===== src/rtl/mseq_pkg.sv =====
package mseq_pkg;

  // Control-word select codes; unused codes behave as increment.
  typedef enum logic [2:0] {
    SEL_INC  = 3'd0,
    SEL_JUMP = 3'd1,
    SEL_CJMP = 3'd2,
    SEL_MAP  = 3'd3,
    SEL_CALL = 3'd4,
    SEL_RET  = 3'd5
  } selT;

  // Source of the next address inside the datapath mux.
  typedef enum logic [2:0] {
    SRC_SEQ   = 3'd0,
    SRC_FIELD = 3'd1,
    SRC_MAP   = 3'd2,
    SRC_STACK = 3'd3,
    SRC_ZERO  = 3'd4
  } srcT;

  // Strobes from control to datapath.
  typedef struct packed {
    srcT  src;
    logic push;
    logic pop;
    logic errSet;
  } ctrlT;

endpackage


===== src/rtl/mseq_ctrl.sv =====
module mseq_ctrl
  import mseq_pkg::*;
#(
  parameter int FLAG_W = 4,
  localparam int CSEL_W = (FLAG_W > 1) ? $clog2(FLAG_W) : 1
) (
  input  logic [2:0]        selField,
  input  logic [CSEL_W-1:0] condSel,
  input  logic [FLAG_W-1:0] flags,
  input  logic              stackEmpty,
  input  logic              stackFull,
  output ctrlT              strobes
);

  logic condHit;

  assign condHit = flags[condSel];

  always_comb begin
    strobes = '{src: SRC_SEQ, push: 1'b0, pop: 1'b0, errSet: 1'b0};
    case (selField)
      SEL_JUMP: strobes.src = SRC_FIELD;
      SEL_CJMP: strobes.src = condHit ? SRC_FIELD : SRC_SEQ;
      SEL_MAP:  strobes.src = SRC_MAP;
      SEL_CALL: begin
        strobes.src    = SRC_FIELD;
        strobes.push   = !stackFull;
        strobes.errSet = stackFull;
      end
      SEL_RET: begin
        strobes.src    = stackEmpty ? SRC_ZERO : SRC_STACK;
        strobes.pop    = !stackEmpty;
        strobes.errSet = stackEmpty;
      end
      default:  strobes.src = SRC_SEQ;
    endcase
  end

endmodule


===== src/rtl/mseq_stack.sv =====
module mseq_stack #(
  parameter int DATA_W = 7,
  parameter int DEPTH  = 4,
  localparam int CNT_W = $clog2(DEPTH + 1),
  localparam int PTR_W = (DEPTH > 1) ? $clog2(DEPTH) : 1
) (
  input  logic              clk,
  input  logic              rstN,
  input  logic              push,
  input  logic              pop,
  input  logic [DATA_W-1:0] pushData,
  output logic [DATA_W-1:0] topData,
  output logic              empty,
  output logic              full
);

  logic [DATA_W-1:0] mem [DEPTH];
  logic [CNT_W-1:0]  count;
  logic [PTR_W-1:0]  wrIdx;
  logic [PTR_W-1:0]  topIdx;

  assign empty  = (count == '0);
  assign full   = (count == CNT_W'(DEPTH));
  assign wrIdx  = PTR_W'(count);
  assign topIdx = PTR_W'(count - CNT_W'(1));
  assign topData = empty ? '0 : mem[topIdx];

  always_ff @(posedge clk) begin
    if (!rstN) begin
      count <= '0;
    end else if (push && !full) begin
      count <= count + CNT_W'(1);
    end else if (pop && !empty) begin
      count <= count - CNT_W'(1);
    end
  end

  for (genvar e = 0; e < DEPTH; e++) begin : g_entry
    always_ff @(posedge clk) begin
      if (!rstN) begin
        mem[e] <= '0;
      end else if (push && !full && wrIdx == PTR_W'(e)) begin
        mem[e] <= pushData;
      end
    end
  end

endmodule


===== src/rtl/mseq_datapath.sv =====
module mseq_datapath
  import mseq_pkg::*;
#(
  parameter int ADDR_W    = 7,
  parameter int SLOT_BITS = 2,
  parameter int DEPTH     = 4,
  localparam int OPC_W    = ADDR_W - SLOT_BITS
) (
  input  logic              clk,
  input  logic              rstN,
  input  ctrlT              strobes,
  input  logic [ADDR_W-1:0] addrField,
  input  logic [OPC_W-1:0]  opcode,
  output logic [ADDR_W-1:0] nextAddr,
  output logic [ADDR_W-1:0] curAddr,
  output logic              stackEmpty,
  output logic              stackFull,
  output logic              stackErr
);

  logic [ADDR_W-1:0] seqAddr;
  logic [ADDR_W-1:0] mapAddr;
  logic [ADDR_W-1:0] retAddr;

  assign seqAddr = curAddr + ADDR_W'(1);
  assign mapAddr = {opcode, {SLOT_BITS{1'b0}}};

  mseq_stack #(
    .DATA_W (ADDR_W),
    .DEPTH  (DEPTH)
  ) i_stack (
    .clk      (clk),
    .rstN     (rstN),
    .push     (strobes.push),
    .pop      (strobes.pop),
    .pushData (seqAddr),
    .topData  (retAddr),
    .empty    (stackEmpty),
    .full     (stackFull)
  );

  always_comb begin
    case (strobes.src)
      SRC_FIELD: nextAddr = addrField;
      SRC_MAP:   nextAddr = mapAddr;
      SRC_STACK: nextAddr = retAddr;
      SRC_ZERO:  nextAddr = '0;
      default:   nextAddr = seqAddr;
    endcase
  end

  always_ff @(posedge clk) begin
    if (!rstN) begin
      curAddr  <= '0;
      stackErr <= 1'b0;
    end else begin
      curAddr <= nextAddr;
      if (strobes.errSet) stackErr <= 1'b1;
    end
  end

endmodule


===== src/rtl/mseq_sequencer.sv =====
module mseq_sequencer
  import mseq_pkg::*;
#(
  parameter int ADDR_W    = 7,
  parameter int SLOT_BITS = 2,
  parameter int FLAG_W    = 4,
  parameter int DEPTH     = 4,
  localparam int OPC_W    = ADDR_W - SLOT_BITS,
  localparam int CSEL_W   = (FLAG_W > 1) ? $clog2(FLAG_W) : 1
) (
  input  logic              clk,
  input  logic              rstN,
  input  logic [2:0]        selField,
  input  logic [ADDR_W-1:0] addrField,
  input  logic [CSEL_W-1:0] condSel,
  input  logic [FLAG_W-1:0] flags,
  input  logic [OPC_W-1:0]  opcode,
  output logic [ADDR_W-1:0] nextAddr,
  output logic [ADDR_W-1:0] curAddr,
  output logic              stackErr
);

  ctrlT strobes;
  logic stackEmpty;
  logic stackFull;

  mseq_ctrl #(
    .FLAG_W (FLAG_W)
  ) i_ctrl (
    .selField   (selField),
    .condSel    (condSel),
    .flags      (flags),
    .stackEmpty (stackEmpty),
    .stackFull  (stackFull),
    .strobes    (strobes)
  );

  mseq_datapath #(
    .ADDR_W    (ADDR_W),
    .SLOT_BITS (SLOT_BITS),
    .DEPTH     (DEPTH)
  ) i_datapath (
    .clk        (clk),
    .rstN       (rstN),
    .strobes    (strobes),
    .addrField  (addrField),
    .opcode     (opcode),
    .nextAddr   (nextAddr),
    .curAddr    (curAddr),
    .stackEmpty (stackEmpty),
    .stackFull  (stackFull),
    .stackErr   (stackErr)
  );

endmodule


===== config.mk =====
export PLATFORM = sky130hd
export DESIGN_NAME = mseq_sequencer
export DESIGN_NICKNAME = d
export VERILOG_FILES = /design/src/rtl/mseq_pkg.sv /design/src/rtl/mseq_ctrl.sv /design/src/rtl/mseq_stack.sv /design/src/rtl/mseq_datapath.sv /design/src/rtl/mseq_sequencer.sv
export SDC_FILE = /design/constraint.sdc
export NUM_CORES = 1
export LEC_CHECK = 0
export BUFFER_PORTS_ARGS = -buffer_cell sky130_fd_sc_hd__buf_2
export CAP_MARGIN = 20
export CORE_ASPECT_RATIO = 0.7
export CORE_MARGIN = 1.5
export CORE_UTILIZATION = 40
export DETAILED_ROUTE_END_ITERATION = 10
export PLACE_DENSITY_LB_ADDON = 0.12
export SYNTH_ARGS = -nofsm -noshare
export SYNTH_HDL_FRONTEND = slang
export SYNTH_SLANG_ARGS = --single-unit

===== constraint.sdc =====
create_clock -name clk -period 3.95 [get_ports clk]
set_input_delay 0.1975 -clock clk [delete_from_list [all_inputs] [get_ports clk]]
set_output_delay 0.1975 -clock clk [all_outputs]
set_load 0.05 [all_outputs]

==> results.md, run 1 <==
* Wire length per cell at 17.1 um
* Maxcap violations at 0
* Global-route wire length before repair at 7910 um
* Synth Area in XOR/XNOR at 0.0171
* Synth top area cells: edfxtp_1 41%, dfxtp_1 11%, mux4_2 7.7%
* Adder-Cell Fraction of Synth Area at 0.0366
* CP Max Fanout at 12
* GPL Wtd Cong at 0.902
* PwrDens at 398 mW/mm2
* Layout Area Growth over Synthesis at 16.0%
* Complex-gate fraction of the synthesized area at 0.129
* RSZ-0062 raised after global routing: no
* H-Tree Level Count at 2
* Mean Syn Cell Area at 11.5 um2
* DP Area at 0.00229 mm2
* Startpoint types: register
* Sequential element share of the synthesized area at 0.517
* Crit Path Class: register to output port
* Worst hold path class: input pin to register
* Remaining DRCs at 0
* Skew-Pair Late Insertion Delay at 0.29 ns
* Post-DP HPWL at 3620 um
* Clk buf depth at 2
* Via count at 1568
* Clock root buffer master: clkbuf_8
* Clock sinks at 39
* Vias per cell at 5.46
* CP Capture Type: output port
* Setup TNS at 0 ns
* Initial Util at 0.422
* Fin crit period at 2.93 ns
* Slew Viols, Final at 0
* Clock-pin slew on the worst setup and hold paths at 0.08 ns
* Critical path arrival at 2.74 ns
* PortBufs at 37
* Commonest non-fill, non-tap cell in the layout: buf_2
* Antenna diode count at 0
* Post-DRT Antenna Nets at 0
* Final setup fails at 0
* Setup Skew at 0.00568 ns
* Synth cell types at 46
* Gr usage total at 0.192
* Slew of the pin with the lowest slew margin at 0.896 ns
* Most frequent cells in the layout: 37 x buf_2, 29 x nor2_1, 28 x edfxtp_1, 14 x nand3_1, 11 x dfxtp_1
* 1st-iter DRT viols at 171
* Worst VDD drop at 0.159 mV
* Gate Count Post-Synth at 179
* Relative slew margins at 0.401
* Cell area after layout at 0.00238 mm2
* Layout cell share with drive strength beyond 1 at 0.280
* CTS tree: yes
* Synth Net Count at 208
* Top cell type's share of synthesized area at 0.410
* Synth warn at 0
* Synth Cell Area at 0.00205 mm2
* Hold bufs inserted after CTS at 0
* Outcome: finished clean
* Die Area at 0.00557 mm2
* Drt total wl at 4900 um
* Cells after DPL at 279
* # resized after CTS at 0
* Die X-Extent at 88.6 um
* Die Y at 62.9 um
* # rows at 21
* Nets@finish at 246
* Core area at 0.00486 mm2
* FMAX at 0.341 GHz
* Static Leakage at 0.909 nW
* Final-report hold violation count at 0
* Simple-gate portion of the synthesized area at 0.179
* Fin crit share at 0.743
* # Post-CTS Setup Buffers at 0
* Largest family of logic cells by synthesized area: simple AND/OR/NAND/NOR gates
* Total grt overflow at 0
* I/O pins at 38
* Synth Register Bits at 39
* Fill count at 459
* Total CTS buffers at 5
* Initial DRT Pass Iterations at 4
* Yosys top cell by area: edfxtp_1
* Worst path required time at 3.75 ns
* Number of non-filler instances in the completed layout at 287
* Multiplexer share of the synthesized area at 0.0915
* Initial antenna violation count at 0
* Largest net degree at the start of global routing at 17
* Number of global-route vias before repair at 1503
## synth_stat cells (all sizes together)
cell type   n
a22oi       5
nor2       29
or3         7
a211o       2
inv         6
o31ai       1
and2b       1
or3b        1
o311a       1
and2        3
nand2       9
o21ai       4
o221ai      1
o211ai      7
nor2b       1
nor3b       1
a21oi       1
xnor2       1
dfxtp      11
mux2i       3
nand3      14
and3        1
ha          6
a31oi       6
nor3        1
and3b       2
a2111o      1
a211oi      1
a41oi       1
clkbuf      1
or4         1
o31a        1
nand2b      2
a21boi      1
xor2        3
edfxtp     28
mux4        7
nand3b      1
buf         6
## critical path, cell delays in order, from the launching register on
cell and delay [ns]:
dfxtp_1 0.70, inv_1 0.18, ha_1 0.60, mux4_2 0.36, a22oi_1 0.27, nand3_1 0.11
buf_2 0.22
## per-stage QoR
stage | hold slack (ns) | utilization | setup WS, ns | total power [mW]
3_5_place_dp | 0.459 | 0.471 | 1.36 | 0.686
3_3_place_gp | 0.463 | 0.471 | 1.42 | 0.682
4_1_cts | 0.210 | 0.490 | 1.00 | 0.956
6_report | 0.216 | 0.490 | 1.02 | 0.947
2_1_floorplan | 0.393 | - | 1.49 | 0.629
5_1_grt | 0.227 | 0.490 | 0.756 | 0.993
## final cells by class
type                            count  area [um2]  area share
Clock buffer                        5        68.8      0.0289
Clock inverter                      3        20.0     0.00841
Inverter                            6        22.5     0.00946
Multi-Input combinational cell    127         928       0.390
Sequential cell                    39        1060       0.446
Tap cell                           69        86.3      0.0363
Timing Repair Buffer               38         193      0.0810
## where the power goes
part           internal, mW  total (mW)  switching [mW]
combinational        0.0632       0.201           0.138
sequential            0.458       0.475          0.0174
clock                 0.123       0.271           0.148
## flip-flops by register name, summed over array words and instances (netlist names)
register                  count
i_datapath.curAddr            7
i_datapath.i_stack.count      3
i_datapath.i_stack.mem       28
i_datapath.stackErr           1
## routing by layer
| metal | global-route usage | up-vias | part of all wire |
|---|---|---|---|
| li1 | - | 750 | - |
| met1 | 0.288 | 754 | 0.49 |
| met2 | 0.281 | 57 | 0.44 |
| met3 | 0.0396 | 7 | 0.053 |
| met4 | 0.0566 | 0 | 0.013 |
| met5 | 0 | - | 0 |
## path summary, 6_finish.rpt
check | startpoint | end | slack (ns) | cells after the start
max | i_datapath.i_stack.count[0] | nextAddr[2] | 1.02 | 6
min | addrField[1] | i_datapath.curAddr[1] | 0.22 | 3
max reg2reg | i_datapath.i_stack.count[0] | i_datapath.curAddr[2] | 1.58 | 5
min reg2reg | i_datapath.stackErr | i_datapath.stackErr | 0.48 | 2
## cell families (layout without fill, tap and decap cells)
| logic type | count (synthesis) | in the layout |
|---|---|---|
| simple gates | 74 | 74 |
| flops | 39 | 39 |
| compound gates | 33 | 33 |
| buf+inv | 13 | 52 |
| mux | 10 | 10 |
| fa+ha+maj | 6 | 6 |
| xor+xnor | 4 | 4 |
Note: power is estimated with default switching activity, not from simulation.
==> run 2, diff against run 1 <==
--- a/config.mk
+++ b/config.mk
@@ -5,6 +5,7 @@
 export SDC_FILE = /design/constraint.sdc
 export NUM_CORES = 1
 export LEC_CHECK = 0
+export ABC_AREA = 1
 export BUFFER_PORTS_ARGS = -buffer_cell sky130_fd_sc_hd__buf_2
 export CAP_MARGIN = 20
 export CORE_ASPECT_RATIO = 0.7
==> constraint.sdc (replaced) <==
create_clock -name clk -period 2.7 [get_ports clk]
set_input_delay 0.135 -clock clk [delete_from_list [all_inputs] [get_ports clk]]
set_output_delay 0.135 -clock clk [all_outputs]
set_load 0.05 [all_outputs]
==> results.md, run 2 <==
* CP Max Fanout at 10 (-2)
* Via count at 1760 (+12%)
* Largest net degree at the start of global routing at 19 (+2)
* Outcome: finished clean
* Top cell type's share of synthesized area at 0.403 (-0.00713)
* Post-synth EDFFs at 28 (unchanged)
* I/O pins at 38 (unchanged)
* Top Family by Delay on Critical Path: buffers and inverters
* Top post-synthesis cells by count: 69 x nor2_1, 38 x nand2_1, 29 x inv_1
* PwrDens at 587 mW/mm2 (+47%)
* Slew Viols, Final at 0 (unchanged)
* Hold bufs inserted after CTS at 0 (unchanged)
* Crit Path Class: register to output port
* Wire length per cell at 12.8 um (-25%)
* Synth warn at 0 (unchanged)
* Gr usage total at 0.186 (-0.00638)
* Die Y at 63.4 um (+0.84%)
* Nets@finish at 326 (+33%)
* Most flop-heavy register: i_datapath.i_stack.mem
* Static Leakage at 1.16 nW (+27%)
* Worst VDD drop at 0.290 mV (+82%)
* Antenna diode count at 0 (unchanged)
* Clock sinks at 39 (unchanged)
* Synth Flop Type: edfxtp_1
* Clock root buffer master: clkbuf_8
* Slowest Stage Delay on Critical Path at 0.42 ns (-0.28 ns)
* Hold slack at 0.167 ns (-0.0489 ns)
* Hold path start: rstN
* RSZ-0062 raised after global routing: no
* Remaining DRCs at 0 (unchanged)
* Worst path required time at 2.57 ns (-1.18 ns)
* Initial DRT Pass Iterations at 4 (unchanged)
* Skew-Pair Late Insertion Delay at 0.29 ns (about the same)
* # resized after CTS at 0 (unchanged)
* Post-synth ARST share at 0 (unchanged)
* Crit-path cells: inv_1, ha_1, inv_1, nor2_1, o21ai_0, nand2_1, a21boi_0, nand2_1, nor2_1, inv_1, buf_2
* Clock-pin slew on the worst setup and hold paths at 0.08 ns (about the same)
* Synth cell types at 25 (-46%)
* PortBufs at 37 (unchanged)
* Crit path from: i_datapath.i_stack.count[1]
* # rows at 21 (unchanged)
* CTS tree: yes
* Top-count cell post-synth: nor2_1
* Layout cell share with drive strength beyond 1 at 0.208 (-0.0718)
* Vias per cell at 4.80 (-12%)
* Sequential element share of the synthesized area at 0.508 (-0.00900)
* Slew of the pin with the lowest slew margin at 0.440 ns (-0.456 ns)
* Core area at 0.00489 mm2 (+0.54%)
* Final-report hold violation count at 0 (unchanged)
* Critical path arrival at 2.22 ns (-0.52 ns)
* Commonest non-fill, non-tap cell in the layout: nor2_1
* Layout Area Growth over Synthesis at 16.7%
* Initial antenna violation count at 0 (unchanged)
* Synth Net Count at 285 (+37%)
* Fin crit share at 0.874
* Top flop regs: i_datapath.i_stack.mem: 28 flops, i_datapath.curAddr: 7 flops, i_datapath.i_stack.count: 3 flops
* GPL Wtd Cong at 0.781 (-13%)
* Worst hold path class: input pin to register
* Setup TNS at 0 ns (unchanged)
* Synth top area cells: edfxtp_1 40%, nor2_1 12%, dfxtp_1 11%
* Total grt overflow at 0 (unchanged)
* Synth Register Bits at 39 (unchanged)
* Initial Util at 0.427 (+0.00516)
* FMAX at 0.424 GHz
* Total CTS buffers at 5 (unchanged)
* Maxcap violations at 0 (unchanged)
* Most frequent cells in the layout: 69 x nor2_1, 38 x nand2_1, 37 x buf_2, 29 x inv_1, 28 x edfxtp_1
* Max stage delay cell, worst path: ha_1
* Drt total wl at 4710 um (-3.9%)
* Clk buf depth at 2 (unchanged)
* Die X-Extent at 89.3 um (+0.85%)
* # Post-CTS Setup Buffers at 0 (unchanged)
* CP dominant cell by count: inv_1
* Synth Cell Area at 0.00209 mm2 (+1.8%)
* Post-DRT Antenna Nets at 0 (unchanged)
* Post-DP HPWL at 3650 um (+0.60%)
* Yosys top cell by area: edfxtp_1
* Worst Path Buf+Inv at 4 (+2)
* CP Capture Type: output port
* Fin crit period at 2.36 ns
* Max reg flops at 28 (unchanged)
* Setup Skew at 0.00425 ns (-0.00143 ns)
* Global-route wire length before repair at 7880 um (-0.44%)
* Final setup fails at 0 (unchanged)
* Startpoint types: register
* Gate Count Post-Synth at 256 (+43%)
* H-Tree Level Count at 2 (unchanged)
* Worst r2r src: i_datapath.i_stack.count[1]
* Relative slew margins at 0.706 (+0.305)
* 1st-iter DRT viols at 100 (-42%)
* Mean Syn Cell Area at 8.15 um2 (-29%)
* Die Area at 0.00567 mm2 (+1.7%)
* Number of global-route vias before repair at 1613 (+7.3%)
[run 2: per-layer routing]
layer | track usage | vias up | part of all wire
met2 | 0.260 | 44 | 0.42
met4 | 0.0577 | 0 | 0.011
li1 | - | 903 | -
met3 | 0.0433 | 6 | 0.047
met1 | 0.282 | 807 | 0.52
met5 | 0 | - | 0
[run 2: worst min-delay path: stages]
cell	delay [ns]
buf_2	0.15
o21ai_0	0.08
a21oi_1	0.04
[run 2: final timing paths]
| kind | to | slack [ns] | cells after the start |
|---|---|---|---|
| worst min register to register | i_datapath.stackErr | 0.48 | 2 |
| worst min-delay path | i_datapath.i_stack.count[0] | 0.17 | 3 |
| worst max register to register | i_datapath.curAddr[5] | 0.85 | 10 |
| worst max-delay path | nextAddr[4] | 0.34 | 11 |
[run 2: final cells by class]
cell class | count | area [um2]
inverter | 34 | 128
clock inverter | 3 | 20.0
multi-input combinational | 177 | 863
fill | 499 | 2450
tap | 69 | 86.3
timing repair buffer | 40 | 208
sequential | 39 | 1060
clock buffer | 5 | 68.8
[run 2: stage by stage]
step           setup WS, ns  instance area (um2)  instances  utilization  power (mW)
2_1_floorplan         0.625                 2090        256            -       0.953
3_3_place_gp          0.652                 2350        359        0.480        1.05
3_5_place_dp          0.639                 2350        359        0.480        1.05
4_1_cts               0.309                 2430        367        0.498        1.45
5_1_grt              0.0632                 2430        367        0.498        1.51
6_report              0.340                 2430        367        0.498        1.43
[run 2: power by group]
| group | internal, mW | switching, mW |
|---|---|---|
| Clock | 0.180 | 0.217 |
| Combinational | 0.0898 | 0.251 |
| Sequential | 0.672 | 0.0189 |
| Total | 0.942 | 0.487 |
[run 2: logic make-up (layout without fill, tap and decap cells)]
family | Yosys count | in the layout | synth area share
fa+ha+maj | 6 | 6 | 0.0360
simple gates | 138 | 138 | 0.279
buf+inv | 40 | 82 | 0.0779
compound gates | 28 | 28 | 0.0773
flops | 39 | 39 | 0.508
xor+xnor | 5 | 5 | 0.0210
==> run 3, diff against run 2 <==
--- a/config.mk
+++ b/config.mk
@@ -5,7 +5,6 @@
 export SDC_FILE = /design/constraint.sdc
 export NUM_CORES = 1
 export LEC_CHECK = 0
-export ABC_AREA = 1
 export BUFFER_PORTS_ARGS = -buffer_cell sky130_fd_sc_hd__buf_2
 export CAP_MARGIN = 20
 export CORE_ASPECT_RATIO = 0.7
==> results.md, run 3 (synthesized netlist as in run 1, its figures left out) <==
* Fin crit share at 0.884 (+0.00994)
* H-Tree Level Count at 2 (unchanged)
* 1st-iter DRT viols at 110 (+10%)
* Static Leakage at 0.930 nW (-20%)
* Clock-pin slew on the worst setup and hold paths at 0.09 ns (about the same)
* Initial DRT Pass Iterations at 4 (unchanged)
* RSZ-0062 raised after global routing: no
* Final-report hold violation count at 0 (unchanged)
* Most frequent cells in the layout: 37 x buf_2, 29 x nor2_1, 28 x edfxtp_1, 14 x nand3_1, 11 x dfxtp_1
* Nets@finish at 248 (-24%)
* Top Family by Delay on Critical Path: adder cells
* Skew-Pair Late Insertion Delay at 0.29 ns (about the same)
* Via count at 1559 (-11%)
* Global-route wire length before repair at 7510 um (-4.6%)
* Layout cell share with drive strength beyond 1 at 0.286 (+0.0783)
* CP Capture Type: output port
* Die Y at 62.9 um (-0.84%)
* Core area at 0.00486 mm2 (-0.54%)
* # Post-CTS Setup Buffers at 0 (unchanged)
* Slowest Stage Delay on Critical Path at 0.55 ns (+0.13 ns)
* Relative slew margins at 0.567 (-0.139)
* Crit Path Class: register to output port
* GPL Wtd Cong at 0.778 (-0.32%)
* Setup TNS at 0 ns (unchanged)
* Die X-Extent at 88.6 um (-0.85%)
* Startpoint types: register
* Fin crit period at 2.39 ns (+0.0268 ns)
* Worst VDD drop at 0.241 mV (-17%)
* Crit-path cells: inv_1, ha_1, mux4_2, a22oi_1, nand3_1, buf_2
* Clock sinks at 39 (unchanged)
* Wire length per cell at 16.6 um (+29%)
* Critical path arrival at 2.25 ns (+0.03 ns)
* I/O pins at 38 (unchanged)
* Commonest non-fill, non-tap cell in the layout: buf_2
* FMAX at 0.419 GHz (-1.1%)
* # resized after CTS at 0 (unchanged)
* Die Area at 0.00557 mm2 (-1.7%)
* Worst hold path class: input pin to register
* Worst Path Buf+Inv at 2 (-2)
* Clk buf depth at 2 (unchanged)
* Slew Viols, Final at 0 (unchanged)
* Initial Util at 0.422 (-0.00516)
* Worst path required time at 2.57 ns (about the same)
* Post-DP HPWL at 3620 um (-0.75%)
* Largest net degree at the start of global routing at 17 (-2)
* Gr usage total at 0.183 (-0.00328)
* Vias per cell at 5.39 (+12%)
* Total Power at 1.43 mW (+0.29%)
* Top flop regs: i_datapath.i_stack.mem: 28 flops, i_datapath.curAddr: 7 flops, i_datapath.i_stack.count: 3 flops
* Antenna diode count at 0 (unchanged)
* Drt total wl at 4790 um (+1.6%)
* Final setup fails at 0 (unchanged)
* Most flop-heavy register: i_datapath.i_stack.mem
* Hold bufs inserted after CTS at 0 (unchanged)
* Post-DRT Antenna Nets at 0 (unchanged)
* Total grt overflow at 0 (unchanged)
* CTS tree: yes
* Max stage delay cell, worst path: ha_1
* Initial antenna violation count at 0 (unchanged)
* Max reg flops at 28 (unchanged)
* Remaining DRCs at 0 (unchanged)
* Slew of the pin with the lowest slew margin at 0.649 ns (+0.209 ns)
* Clock root buffer master: clkbuf_8
* Total CTS buffers at 5 (unchanged)
* Layout Area Growth over Synthesis at 17.5%
* CP Max Fanout at 9 (-1)
* PortBufs at 37 (unchanged)
* Setup Skew at 0.00983 ns (+0.00558 ns)
* PwrDens at 595 mW/mm2 (+1.3%)
* Maxcap violations at 0 (unchanged)
* # rows at 21 (unchanged)
* Number of global-route vias before repair at 1526 (-5.4%)
* Outcome: finished clean
-- run 3: routing by layer --
metal  wire length, um  up-vias  share of wire  track usage
li1                  -      755              -            -
met5                 0        -              0            0
met2              2280       51           0.48        0.292
met1              2160      748           0.45        0.243
met4                36        0         0.0075       0.0605
met3               312        5          0.065       0.0436
-- run 3: power by group --
part / switching, mW / internal [mW] / total (mW)
sequential: 0.0195 / 0.670 / 0.690
clock: 0.210 / 0.233 / 0.443
combinational: 0.206 / 0.0950 / 0.301
total: 0.435 / 0.998 / 1.43
-- run 3: final timing paths --
kind	from	to	slack [ns]	depth (start not counted)
worst min-delay path	addrField[5]	i_datapath.curAddr[5]	0.16	3
worst min register to register	i_datapath.stackErr	i_datapath.stackErr	0.48	2
worst max-delay path	i_datapath.i_stack.count[1]	nextAddr[2]	0.31	6
worst max register to register	i_datapath.i_stack.count[1]	i_datapath.i_stack.mem[2][5]	0.80	5
-- run 3: area by class of cell --
class	count	area (um2)
multi-input combinational	127	928
timing repair buffer	40	208
tap	69	86.3
sequential	39	1060
clock buffer	7	96.3
inverter	6	22.5
fill	456	2450
clock inverter	1	7.51
-- run 3: worst register-to-register path, delay by kind of cell, from the launching register on --
kind | cells | cell delay (ns)
AOI/OAI and AO/OA | 1 | 0.41
adders and majority gates | 1 | 0.27
DFF | 1 | 0.38
and+or+nand+nor | 2 | 0.41
buffers and inverters | 1 | 0.10
-- run 3: metrics by stage --
step / instance area, um2 / hold WS [ns] / utilization / instances / worst slack [ns]
after floorplan: 2050 / 0.330 / - / 179 / 0.301
after detailed placement: 2310 / 0.457 / 0.474 / 281 / 0.618
final: 2410 / 0.160 / 0.496 / 289 / 0.313
after global routing: 2410 / 0.160 / 0.496 / 289 / 0.146
after CTS: 2410 / 0.148 / 0.496 / 289 / 0.291
after global placement: 2310 / 0.453 / 0.474 / 281 / 0.681
